<file path="src/rtl/msi_rx_pkg.sv">
package msi_rx_pkg;
  localparam int REG_AW = 8;

  localparam logic [REG_AW-1:0] OFS_PEND   = 8'h00;
  localparam logic [REG_AW-1:0] OFS_SET    = 8'h04;
  localparam logic [REG_AW-1:0] OFS_CLR    = 8'h08;
  localparam logic [REG_AW-1:0] OFS_MSTAT  = 8'h0C;
  localparam logic [REG_AW-1:0] OFS_MSET   = 8'h10;
  localparam logic [REG_AW-1:0] OFS_MCLR   = 8'h14;
  localparam logic [REG_AW-1:0] OFS_TGT_LO = 8'h20;
  localparam logic [REG_AW-1:0] OFS_TGT_HI = 8'h24;
  localparam logic [REG_AW-1:0] OFS_DCFG   = 8'h28;

  localparam int MSG_W = 16;
endpackage

</file>
<file path="src/rtl/msi_rx_cfg.sv">
module msi_rx_cfg
  import msi_rx_pkg::*;
#(
  parameter int REG_W = 32
) (
  input  logic             clk,
  input  logic             rst,
  input  logic             wr,
  input  logic [REG_AW-1:0] addr,
  input  logic [REG_W-1:0] wdata,
  output logic [REG_W-1:0] tgt_lo_q,
  output logic [REG_W-1:0] tgt_hi_q,
  output logic [REG_W-1:0] dcfg_q
);
  always_ff @(posedge clk) begin
    if (rst) begin
      tgt_lo_q <= '0;
      tgt_hi_q <= '0;
      dcfg_q   <= '0;
    end else if (wr) begin
      case (addr)
        OFS_TGT_LO: tgt_lo_q <= wdata;
        OFS_TGT_HI: tgt_hi_q <= wdata;
        OFS_DCFG:   dcfg_q   <= wdata;
        default: ;
      endcase
    end
  end

  a_r1_cfg_reset: assert property (@(posedge clk) disable iff (rst)
    $fell(rst) |-> (tgt_lo_q == '0 && tgt_hi_q == '0 && dcfg_q == '0));
endmodule

</file>
<file path="src/rtl/msi_rx_match.sv">
module msi_rx_match
  import msi_rx_pkg::*;
#(
  parameter int REG_W    = 32,
  parameter int ADDR_W   = 64,
  parameter int NUM_VEC  = 32,
  parameter int VEC_BASE = 0
) (
  input  logic              clk,
  input  logic              rst,
  input  logic              in_valid,
  input  logic [ADDR_W-1:0] in_addr,
  input  logic [REG_W-1:0]  in_data,
  input  logic [3:0]        in_be,
  input  logic              in_single,
  input  logic              enable,
  input  logic [ADDR_W-1:0] target,
  input  logic [MSG_W-1:0]  dmask,
  input  logic [MSG_W-1:0]  dval,
  output logic [REG_W-1:0]  hit_oh,
  output logic              pt_valid,
  output logic [ADDR_W-1:0] pt_addr,
  output logic [REG_W-1:0]  pt_data,
  output logic [3:0]        pt_be,
  output logic              pt_single
);
  logic             addr_eq;
  logic             claim;
  logic             data_ok;
  logic [MSG_W-1:0] vec;

  assign addr_eq = (((in_addr ^ target) >> 1) == '0);
  assign claim   = in_valid && enable && addr_eq && (in_be == 4'hF) && in_single;
  assign data_ok = (in_data[REG_W-1:MSG_W] == '0) &&
                   (((in_data[MSG_W-1:0] ^ dval) & dmask) == '0);
  assign vec     = in_data[MSG_W-1:0] & ~dmask;

  for (genvar g = 0; g < REG_W; g++) begin : g_vec
    if (g >= VEC_BASE && g < VEC_BASE + NUM_VEC) begin : g_impl
      assign hit_oh[g] = claim && data_ok && (vec == MSG_W'(g - VEC_BASE));
    end else begin : g_none
      assign hit_oh[g] = 1'b0;
    end
  end

  always_ff @(posedge clk) begin
    if (rst) begin
      pt_valid <= 1'b0;
    end else begin
      pt_valid <= in_valid && !claim;
    end
  end

  always_ff @(posedge clk) begin
    if (rst) begin
      pt_addr   <= '0;
      pt_data   <= '0;
      pt_be     <= '0;
      pt_single <= 1'b0;
    end else if (in_valid && !claim) begin
      pt_addr   <= in_addr;
      pt_data   <= in_data;
      pt_be     <= in_be;
      pt_single <= in_single;
    end
  end

  // unclaimed writes leave one cycle later unchanged
  a_r3_forward: assert property (@(posedge clk) disable iff (rst)
    (in_valid && !claim) |=> (pt_valid && pt_data == $past(in_data) &&
                              pt_addr == $past(in_addr) && pt_be == $past(in_be)));
  // claimed writes are consumed
  a_r4_consumed: assert property (@(posedge clk) disable iff (rst)
    (in_valid && claim) |=> !pt_valid);
  a_r2_onehot: assert property (@(posedge clk) disable iff (rst) $onehot0(hit_oh));
endmodule

</file>
<file path="src/rtl/msi_rx_status.sv">
module msi_rx_status #(
  parameter int               REG_W = 32,
  parameter logic [REG_W-1:0] IMPL  = '1
) (
  input  logic             clk,
  input  logic             rst,
  input  logic [REG_W-1:0] hit_oh,
  input  logic [REG_W-1:0] sw_set,
  input  logic [REG_W-1:0] sw_clr,
  input  logic [REG_W-1:0] sw_mset,
  input  logic [REG_W-1:0] sw_mclr,
  output logic [REG_W-1:0] pend_q,
  output logic [REG_W-1:0] mask_q,
  output logic             irq_q
);
  logic [REG_W-1:0] pend_nxt;
  logic [REG_W-1:0] mask_nxt;

  always_comb begin
    pend_nxt = (((pend_q | sw_set) & ~sw_clr) | hit_oh) & IMPL;
    mask_nxt = ((mask_q | sw_mset) & ~sw_mclr) & IMPL;
  end

  always_ff @(posedge clk) begin
    if (rst) begin
      pend_q <= '0;
      mask_q <= IMPL;
      irq_q  <= 1'b0;
    end else begin
      pend_q <= pend_nxt;
      mask_q <= mask_nxt;
      irq_q  <= |(pend_nxt & ~mask_nxt);
    end
  end

  a_r1_reset_state: assert property (@(posedge clk) disable iff (rst)
    $fell(rst) |-> (pend_q == '0 && mask_q == IMPL && !irq_q));
  a_r9_irq_level: assert property (@(posedge clk) disable iff (rst)
    irq_q == |(pend_q & ~mask_q));
  // a hit always lands, even against a clear
  a_r10_hit_wins: assert property (@(posedge clk) disable iff (rst)
    (|hit_oh) |=> ((pend_q & $past(hit_oh)) == $past(hit_oh)));
  a_r6_clear: assert property (@(posedge clk) disable iff (rst)
    ((|sw_clr) && hit_oh == '0) |=> ((pend_q & $past(sw_clr)) == '0));
  a_r11_unimpl_zero: assert property (@(posedge clk) disable iff (rst)
    ((pend_q & ~IMPL) == '0) && ((mask_q & ~IMPL) == '0));
endmodule

</file>
<file path="src/rtl/msi_rx_ctrl.sv">
module msi_rx_ctrl
  import msi_rx_pkg::*;
#(
  parameter int REG_W   = 32,
  parameter int LEG_VEC = 8,
  parameter bit LEGACY  = 1'b0
) (
  input  logic                clk,
  input  logic                rst,
  input  logic                reg_wr,
  input  logic                reg_rd,
  input  logic [REG_AW-1:0]   reg_addr,
  input  logic [REG_W-1:0]    reg_wdata,
  output logic [REG_W-1:0]    reg_rdata,
  input  logic                in_valid,
  input  logic [2*REG_W-1:0]  in_addr,
  input  logic [REG_W-1:0]    in_data,
  input  logic [3:0]          in_be,
  input  logic                in_single,
  output logic                pt_valid,
  output logic [2*REG_W-1:0]  pt_addr,
  output logic [REG_W-1:0]    pt_data,
  output logic [3:0]          pt_be,
  output logic                pt_single,
  output logic                irq
);
  localparam int ADDR_W   = 2 * REG_W;
  localparam int NUM_VEC  = LEGACY ? LEG_VEC : REG_W;
  localparam int VEC_BASE = LEGACY ? REG_W - LEG_VEC : 0;
  localparam logic [REG_W-1:0] IMPL = ({REG_W{1'b1}} >> (REG_W - NUM_VEC)) << VEC_BASE;

  logic [REG_W-1:0] tgt_lo, tgt_hi, dcfg;
  logic [REG_W-1:0] hit_oh, pend, mask;
  logic [REG_W-1:0] sw_set, sw_clr, sw_mset, sw_mclr;
  logic [REG_W-1:0] rd_mux;

  assign sw_set  = (reg_wr && reg_addr == OFS_SET)  ? reg_wdata : '0;
  assign sw_clr  = (reg_wr && reg_addr == OFS_CLR)  ? reg_wdata : '0;
  assign sw_mset = (reg_wr && reg_addr == OFS_MSET) ? reg_wdata : '0;
  assign sw_mclr = (reg_wr && reg_addr == OFS_MCLR) ? reg_wdata : '0;

  msi_rx_cfg #(.REG_W(REG_W)) u_cfg (
    .clk(clk), .rst(rst), .wr(reg_wr), .addr(reg_addr), .wdata(reg_wdata),
    .tgt_lo_q(tgt_lo), .tgt_hi_q(tgt_hi), .dcfg_q(dcfg)
  );

  msi_rx_match #(
    .REG_W(REG_W), .ADDR_W(ADDR_W), .NUM_VEC(NUM_VEC), .VEC_BASE(VEC_BASE)
  ) u_match (
    .clk(clk), .rst(rst),
    .in_valid(in_valid), .in_addr(in_addr), .in_data(in_data),
    .in_be(in_be), .in_single(in_single),
    .enable(tgt_lo[0]), .target({tgt_hi, tgt_lo}),
    .dmask(dcfg[REG_W-1:MSG_W]), .dval(dcfg[MSG_W-1:0]),
    .hit_oh(hit_oh),
    .pt_valid(pt_valid), .pt_addr(pt_addr), .pt_data(pt_data),
    .pt_be(pt_be), .pt_single(pt_single)
  );

  msi_rx_status #(.REG_W(REG_W), .IMPL(IMPL)) u_status (
    .clk(clk), .rst(rst), .hit_oh(hit_oh),
    .sw_set(sw_set), .sw_clr(sw_clr), .sw_mset(sw_mset), .sw_mclr(sw_mclr),
    .pend_q(pend), .mask_q(mask), .irq_q(irq)
  );

  always_comb begin
    case (reg_addr)
      OFS_PEND:   rd_mux = pend;
      OFS_MSTAT:  rd_mux = mask;
      OFS_TGT_LO: rd_mux = tgt_lo;
      OFS_TGT_HI: rd_mux = tgt_hi;
      OFS_DCFG:   rd_mux = dcfg;
      default:    rd_mux = '0;
    endcase
  end

  always_ff @(posedge clk) begin
    if (rst) begin
      reg_rdata <= '0;
    end else if (reg_rd) begin
      reg_rdata <= rd_mux;
    end
  end

  // a read of pending status returns the value held at the strobe
  a_r12_read_pend: assert property (@(posedge clk) disable iff (rst)
    (reg_rd && reg_addr == OFS_PEND) |=> (reg_rdata == $past(pend)));
endmodule

</file>
<file path="config.mk">
export PLATFORM = sky130hd
export DESIGN_NAME = msi_rx_ctrl
export DESIGN_NICKNAME = d
export VERILOG_FILES = /design/src/rtl/msi_rx_pkg.sv /design/src/rtl/msi_rx_cfg.sv /design/src/rtl/msi_rx_match.sv /design/src/rtl/msi_rx_status.sv /design/src/rtl/msi_rx_ctrl.sv
export SDC_FILE = /design/constraint.sdc
export NUM_CORES = 1
export LEC_CHECK = 0
export BUFFER_PORTS_ARGS = -buffer_cell sky130_fd_sc_hd__buf_2
export CORE_ASPECT_RATIO = 0.9
export CORE_MARGIN = 5
export CORE_UTILIZATION = 46
export DETAILED_ROUTE_END_ITERATION = 8
export GPL_ROUTABILITY_DRIVEN = 0
export PLACE_DENSITY = 0.71
export SLEW_MARGIN = 20
export SYNTH_ARGS = -nofsm -noshare
export SYNTH_HDL_FRONTEND = slang
export SYNTH_SLANG_ARGS = --single-unit
</file>
<file path="constraint.sdc">
create_clock -name clk -period 5 [get_ports clk]
set_input_delay 1 -clock clk [delete_from_list [all_inputs] [get_ports clk]]
set_output_delay 1 -clock clk [all_outputs]
set_load 0.1 [all_outputs]
</file>
Yosys cells after proc, flatten, opt, wreduce, memory -nomap -nowiden
Cells that the tools add are included.
{ "totals": {"ff_bits": 295, "input_bits": 146, "out_inout_bits": 135, "word_cells": 124} }
{ "classes": {"n_eq_ne": 40, "muxes": 5, "bitwise_logic": 14, "n_reduce_logical": 53} }
{ "op_table": {"columns": ["op", "n"], "rows": [
  ["$eq 16x5->1 const B", 16],
  ["$pmux 32 s5", 1],
  ["$eq 16x4->1 const B", 8],
  ["$mux 32", 4],
  ["$and 32x32->32", 3],
  ["$not 32->32", 3],
  ["$or 32x32->32", 3],
  ["$eq 16x3->1 const B", 4],
  ["$logic_not 64->1", 1],
  ["$xor 64x64->64", 1],
  ["$logic_not 16->1", 3],
  ["$logic_and 1x1->1", 43],
  ["$and 16x16->16", 2],
  ["$eq 16x2->1 const B", 2],
  ["$reduce_or 32->1", 1],
  ["$eq 8x6->1 const B", 3],
  ["$eq 16x1->1 const B", 1],
  ["$eq 8x4->1 const B", 2],
  ["$eq 8x5->1 const B", 2],
  ["$not 16->16", 1],
  ["$xor 16x16->16", 1],
  ["$eq 8x3->1 const B", 1],
  ["$logic_not 8->1", 1],
  ["$reduce_and 2->1", 3],
  ["other kinds (2)", 2]
]} }

Longest topological paths before layout
{ "depth": {"word_depth": 10, "mapped_depth": 10, "mapped_depth_nobuf": 8} }

By module
From an unflattened synthesis, not the netlist that was laid out.
{ "hier_totals": {"cells_unflattened": 2145, "area_unflattened_um2": 17986.0} }
{ "modules_own_cells": {"columns": ["module", "n_inst", "cells_per_inst", "area_per_inst_um2", "seq_area_each_um2"], "rows": [
  ["msi_rx_match", 1, 1028, 7743.7, 2042.0],
  ["msi_rx_cfg", 1, 353, 3891.2, 1921.8],
  ["msi_rx_ctrl", 1, 484, 3797.4, 640.6],
  ["msi_rx_status", 1, 280, 2553.7, 1301.2]
]} }

Least setup slack after synthesis
Ideal clock, no wire load.
{ "synth_timing": {"kind": "input-to-reg", "start": "input reg_addr[3]", "end": "register u_status.irq_q", "setup_time_ps": 132, "t_arrival_ps": 2733, "t_required_ps": 4868, "path_slack_ps": 2135, "cell_stages": 10, "path_buffers": 2, "path_cell_list": "buf_6 nor4b_4 buf_4 nand3_1 mux2_2 o221ai_1 a221oi_1 o22ai_1 o41ai_1 a21oi_1"} }
{ "synth_via": {"elab_chain_len": 8, "elab_cells_between_ends": 22, "classes_between": "4 x eq/ne; 4 x mux; 9 x bitwise; 5 x reduce/logical"} }
{ "synth_lines": {"columns": ["element", "line_no", "source"], "rows": [
  ["start: declaration", "msi_rx_ctrl.sv:12", "input logic [REG_AW-1:0] reg_addr,"],
  ["$eq 8x3->1 (tied with other cells)", "msi_rx_ctrl.sv:37", "assign sw_set = (reg_wr && reg_addr == OFS_SET) ? reg_wdata : '0;"],
  ["$logic_and 1x1->1 (on tied branches)", null, null],
  ["$mux 32 (on tied branches)", null, null],
  ["$or 32x32->32 (tied with other cells)", "msi_rx_status.sv:20", "pend_nxt = (((pend_q | sw_set) & ~sw_clr) | hit_oh) & IMPL;"],
  ["$and 32x32->32 (on tied branches)", "msi_rx_status.sv:20, msi_rx_status.sv:21", null],
  ["$or 32x32->32 / $not 32->32 (equally long branches)", "msi_rx_status.sv:20, msi_rx_status.sv:32", null],
  ["$and 32x32->32 (*)", "msi_rx_status.sv:32", "irq_q <= |(pend_nxt & ~mask_nxt);"],
  ["$reduce_or 32->1 (*)", "msi_rx_status.sv:32", null],
  ["end signal: assignment", "msi_rx_status.sv:32", null],
  ["end: declaration", "msi_rx_status.sv:14", "output logic irq_q"]
]} }
Mark *: on every way between the ends. The rest lies on a longest branch, timed or not.
A chain may end at the register's enable or synchronous reset.

Worst setup path in the final report
{ "layout_timing": {"start": "input reg_wr", "end": "register u_status.irq_q"} }
{ "layout_via": {"elab_chain_len": 7, "elab_cells_between_ends": 18, "classes_between": "4 x mux; 9 x bitwise; 5 x reduce/logical"} }
{ "layout_lines": {"columns": ["element", "line_no", "source"], "rows": [
  ["start: declaration", "msi_rx_ctrl.sv:10", "input logic reg_wr,"],
  ["$logic_and 1x1->1 (on tied branches)", null, null],
  ["$mux 32 (on tied branches)", null, null],
  ["$or 32x32->32 (tied with other cells)", "msi_rx_status.sv:20", null],
  ["$and 32x32->32 (on tied branches)", "msi_rx_status.sv:20, msi_rx_status.sv:21", null],
  ["$or 32x32->32 / $not 32->32 (equally long branches)", "msi_rx_status.sv:20, msi_rx_status.sv:32", null],
  ["$and 32x32->32 (*)", "msi_rx_status.sv:32", null],
  ["$reduce_or 32->1 (*)", "msi_rx_status.sv:32", null]
]} }
Marked as above.

==> key figures <==
STA
  – RSZ-0062 raised after global routing: no
  – Total Neg Setup Slack: 0 ps
  – Final period util: 68.75%
  – Setup Viol. Count Final: 0
  – Clock skew: 13.68 ps
  – WHS: around 470 ps
  – Tmin final: 3438 ps
  – Max Slew Vio Count: 0
  – Final Hold Violating Endpoints: 0
  – Worst slew pin tran: 1097 ps
  – Fmax: 0.2909 GHz
  – Rel. slew slack: 26.71%

Pwr
  – Pwr dens: 367.1 nW/um2
  – Worst IR Drop VDD: 266.6 uV
  – Pleak: 0.007056 uW

GRT
  – Vias in the first global route: 12000
  – First-pass GRT wire length: 73080 um
  – GRT Overall Usage: 28.99%
  – GRT overflow: 0
  – Initial antenna violation count: 0
  – Pin count of the biggest net entering global routing: 149

Clock network
  – Clk buf depth: 3
  – Root Driver: clkbuf_16
  – Setup Fix Bufs, Post-CTS: 0
  – Hold buffers post-CTS: 0
  – CTS tree: built
  – CTS sink cnt: 295
  – H-tree level count: 1
  – Clock transition at the registers of the reported paths: approximately 60 ps
  – Number of CTS-inserted buffers: 31
  – Resized Gates After CTS: 0
  – Clock insertion delay at the later pin of the skew report: 580 ps

Routing
  – Initial DRC count: 1702
  – DR pass1 iterations: 6
  – Detailed Route WL: slightly above 50000 um
  – Post-route ant nets: 0
  – Via/cell ratio: between 5 and 6
  – DRC violations left: 0
  – Post-DR wirelength/cell: 23.08 um
  – Vias: 13030

Floorplanning
  – Die height: 171.6 um
  – Die area: between 30000 and 40000 um2
  – Die extent in x: approximately 190 um
  – Num ports: ~280
  – Core area: 28790 um2
  – Initial Util: roughly 46%
  – Row count: 59

Run status
  – Outcome: completed

Synthesis
  – Prevailing post-synth register cell: dfxtp_1
  – Synthesized area per cell: 8.552 um2
  – Number of flops mapped to enable cells by yosys: 0
  – Synth area leaders: dfxtp_1, mux2i_1, a21oi_1
  – Area leader, netlist: dfxtp_1
  – Seq/Total Area, Yosys: ~44%
  – Synthesis-stage register bit count: 295
  – Netlist Area Pre-Place: 13350 um2
  – Most frequent cell after synthesis: dfxtp_1
  – Synth Net Count: 1707
  – Yosys warnings: 0
  – Top cell type's share of synthesized area: 44.24%
  – Most frequent cells after synthesis: dfxtp_1, nor2_1, nand2_1, a21oi_1, mux2i_1
  – Gate Count Post-Synth: 1561
  – FFs w/ async S/R, synth: 0%
  – Synth cell types: 49

Flow run
  – Max Cap Viol: 0

Final layout
  – Final Core Density: 55.89%
  – Share of cells above drive strength 1: about 23%
  – FILL cells: between 2000 and 3000
  – Nets@finish: 1937
  – Area Overhead vs Synth: 20.52%
  – ANT cells: 0
  – Non-Filler Instances: 2181
  – Finished layout cell area: 16090 um2

Placed design
  – DP HPWL: 37810 um
  – Port bufs: 280
  – Placed cell areas: 14940 um2
  – Placed cell count: around 2100

Hold path
  – Hold path depth: 2
  – Hold WC Path Type: flop to flop

Worst setup path
  – Startpoint Class: primary input
  – Worst Path Arrival: 3820 ps
  – Reg2Reg Depth: 7
  – Critical path class: primary input to flop
  – Data required time of the critical path: 5390 ps
  – Critical Path Sink Type: flop
  – CP Max Fanout: 22
kinds of logic (layout without fill, tap and decap cells):
| kind of cell | after synthesis | in the layout | share of synthesized area, % |
|---|---|---|---|
| flip-flops | 295 | 295 | 44.24 |
| XOR/XNOR | 77 | 77 | 5.052 |
| buffers and inverters | 118 | 372 | 4.255 |
| AO/OA/AOI/OAI | 293 | 293 | 13.53 |
| AND/OR/NAND/NOR | 620 | 620 | 20.90 |
| multiplexers | 158 | 158 | 12.02 |
layout make-up:
type,count,area (um2),share of cell area (%)
Clock buffer,37,858.3,5.334
Tap cell,366,457.9,2.846
Multi-Input combinational cell,1148,6928,43.06
Timing Repair Buffer,305,1627,10.11
Sequential cell,295,5906,36.70
Inverter,10,37.54,0.2333
Clock inverter,20,276.5,1.719
sequential cells by signal, summed over array words and instances, names as in the netlist:
name	flops
u_cfg.tgt_lo_q	32
u_cfg.dcfg_q	32
u_match.pt_valid	1
u_status.irq_q	1
u_match.pt_addr	64
u_status.pend_q	32
u_match.pt_single	1
u_match.pt_be	4
u_status.mask_q	32
u_cfg.tgt_hi_q	32
reg_rdata	32
u_match.pt_data	32
worst max-delay path, cell delays in order:
cell	delay, ps
buf_2	290
nor4b_4	250
buf_4	310
and2_1	540
nand2_1	150
mux2i_1	200
a221oi_1	340
o22ai_1	160
o41ai_1	390
a21oi_1	180
cells in the final DEF, fill, tap and decap left out, drive strengths merged, types with 3 or more instances in the layout:
cell type  Yosys  final
dfxtp        295    295
a22oi         40     40
buf           46    304
o22ai          8      8
xnor2         19     19
nor3          39     39
clkinv         0      9
xor2          58     58
clkbuf        62     38
nand4         14     14
inv           10     12
or2           16     16
nand2b        22     22
nor2         221    221
nor4          19     19
nor2b          5      5
a211oi        15     15
a221oi        39     39
a21oi        167    167
and2           3      3
nand2        203    203
clkinvlp       0      3
bufinv         0      6
mux2          16     16
mux2i        142    142
nand3         64     64
and3           3      3
a31oi         17     17
metal layers:
| layer | track usage [%] | share of wire, % | up-vias |
|---|---|---|---|
| met5 | 0 | 0 | - |
| met4 | 11.10 | 5.0 | 0 |
| met3 | 6.879 | 12 | 172 |
| met2 | 45.37 | 44 | 821 |
| met1 | 39.16 | 39 | 6121 |
| li1 | - | - | 5913 |
metrics by stage:
| step | power (uW) | worst slack (ps) |
|---|---|---|
| 2_1_floorplan | 3157 | 2135 |
| 3_3_place_gp | 3410 | 1108 |
| 3_5_place_dp | 3419 | 1049 |
| 4_1_cts | 5917 | 1623 |
| 5_1_grt | 6046 | 1343 |
| 6_report | 5907 | 1562 |
path summary, 6_finish.rpt:
kind	startpoint	end	slack, ps
min	reg_rdata[3]	reg_rdata[3]	470
max reg2reg	u_cfg.dcfg_q[21]	u_status.pend_q[14]	1990
min reg2reg	reg_rdata[3]	reg_rdata[3]	470
max	reg_wr	u_status.irq_q	1560
power by group:
part | switching, uW | leakage (uW) | total, uW | internal (uW)
Combinational | 743 | 0.00409 | 931 | 188
Clock | 994 | 0.000560 | 2530 | 1540
Sequential | 32.7 | 0.00240 | 2450 | 2410
Total | 1770 | 0.00706 | 5910 | 4140
Power figures use the tool's default switching activity.
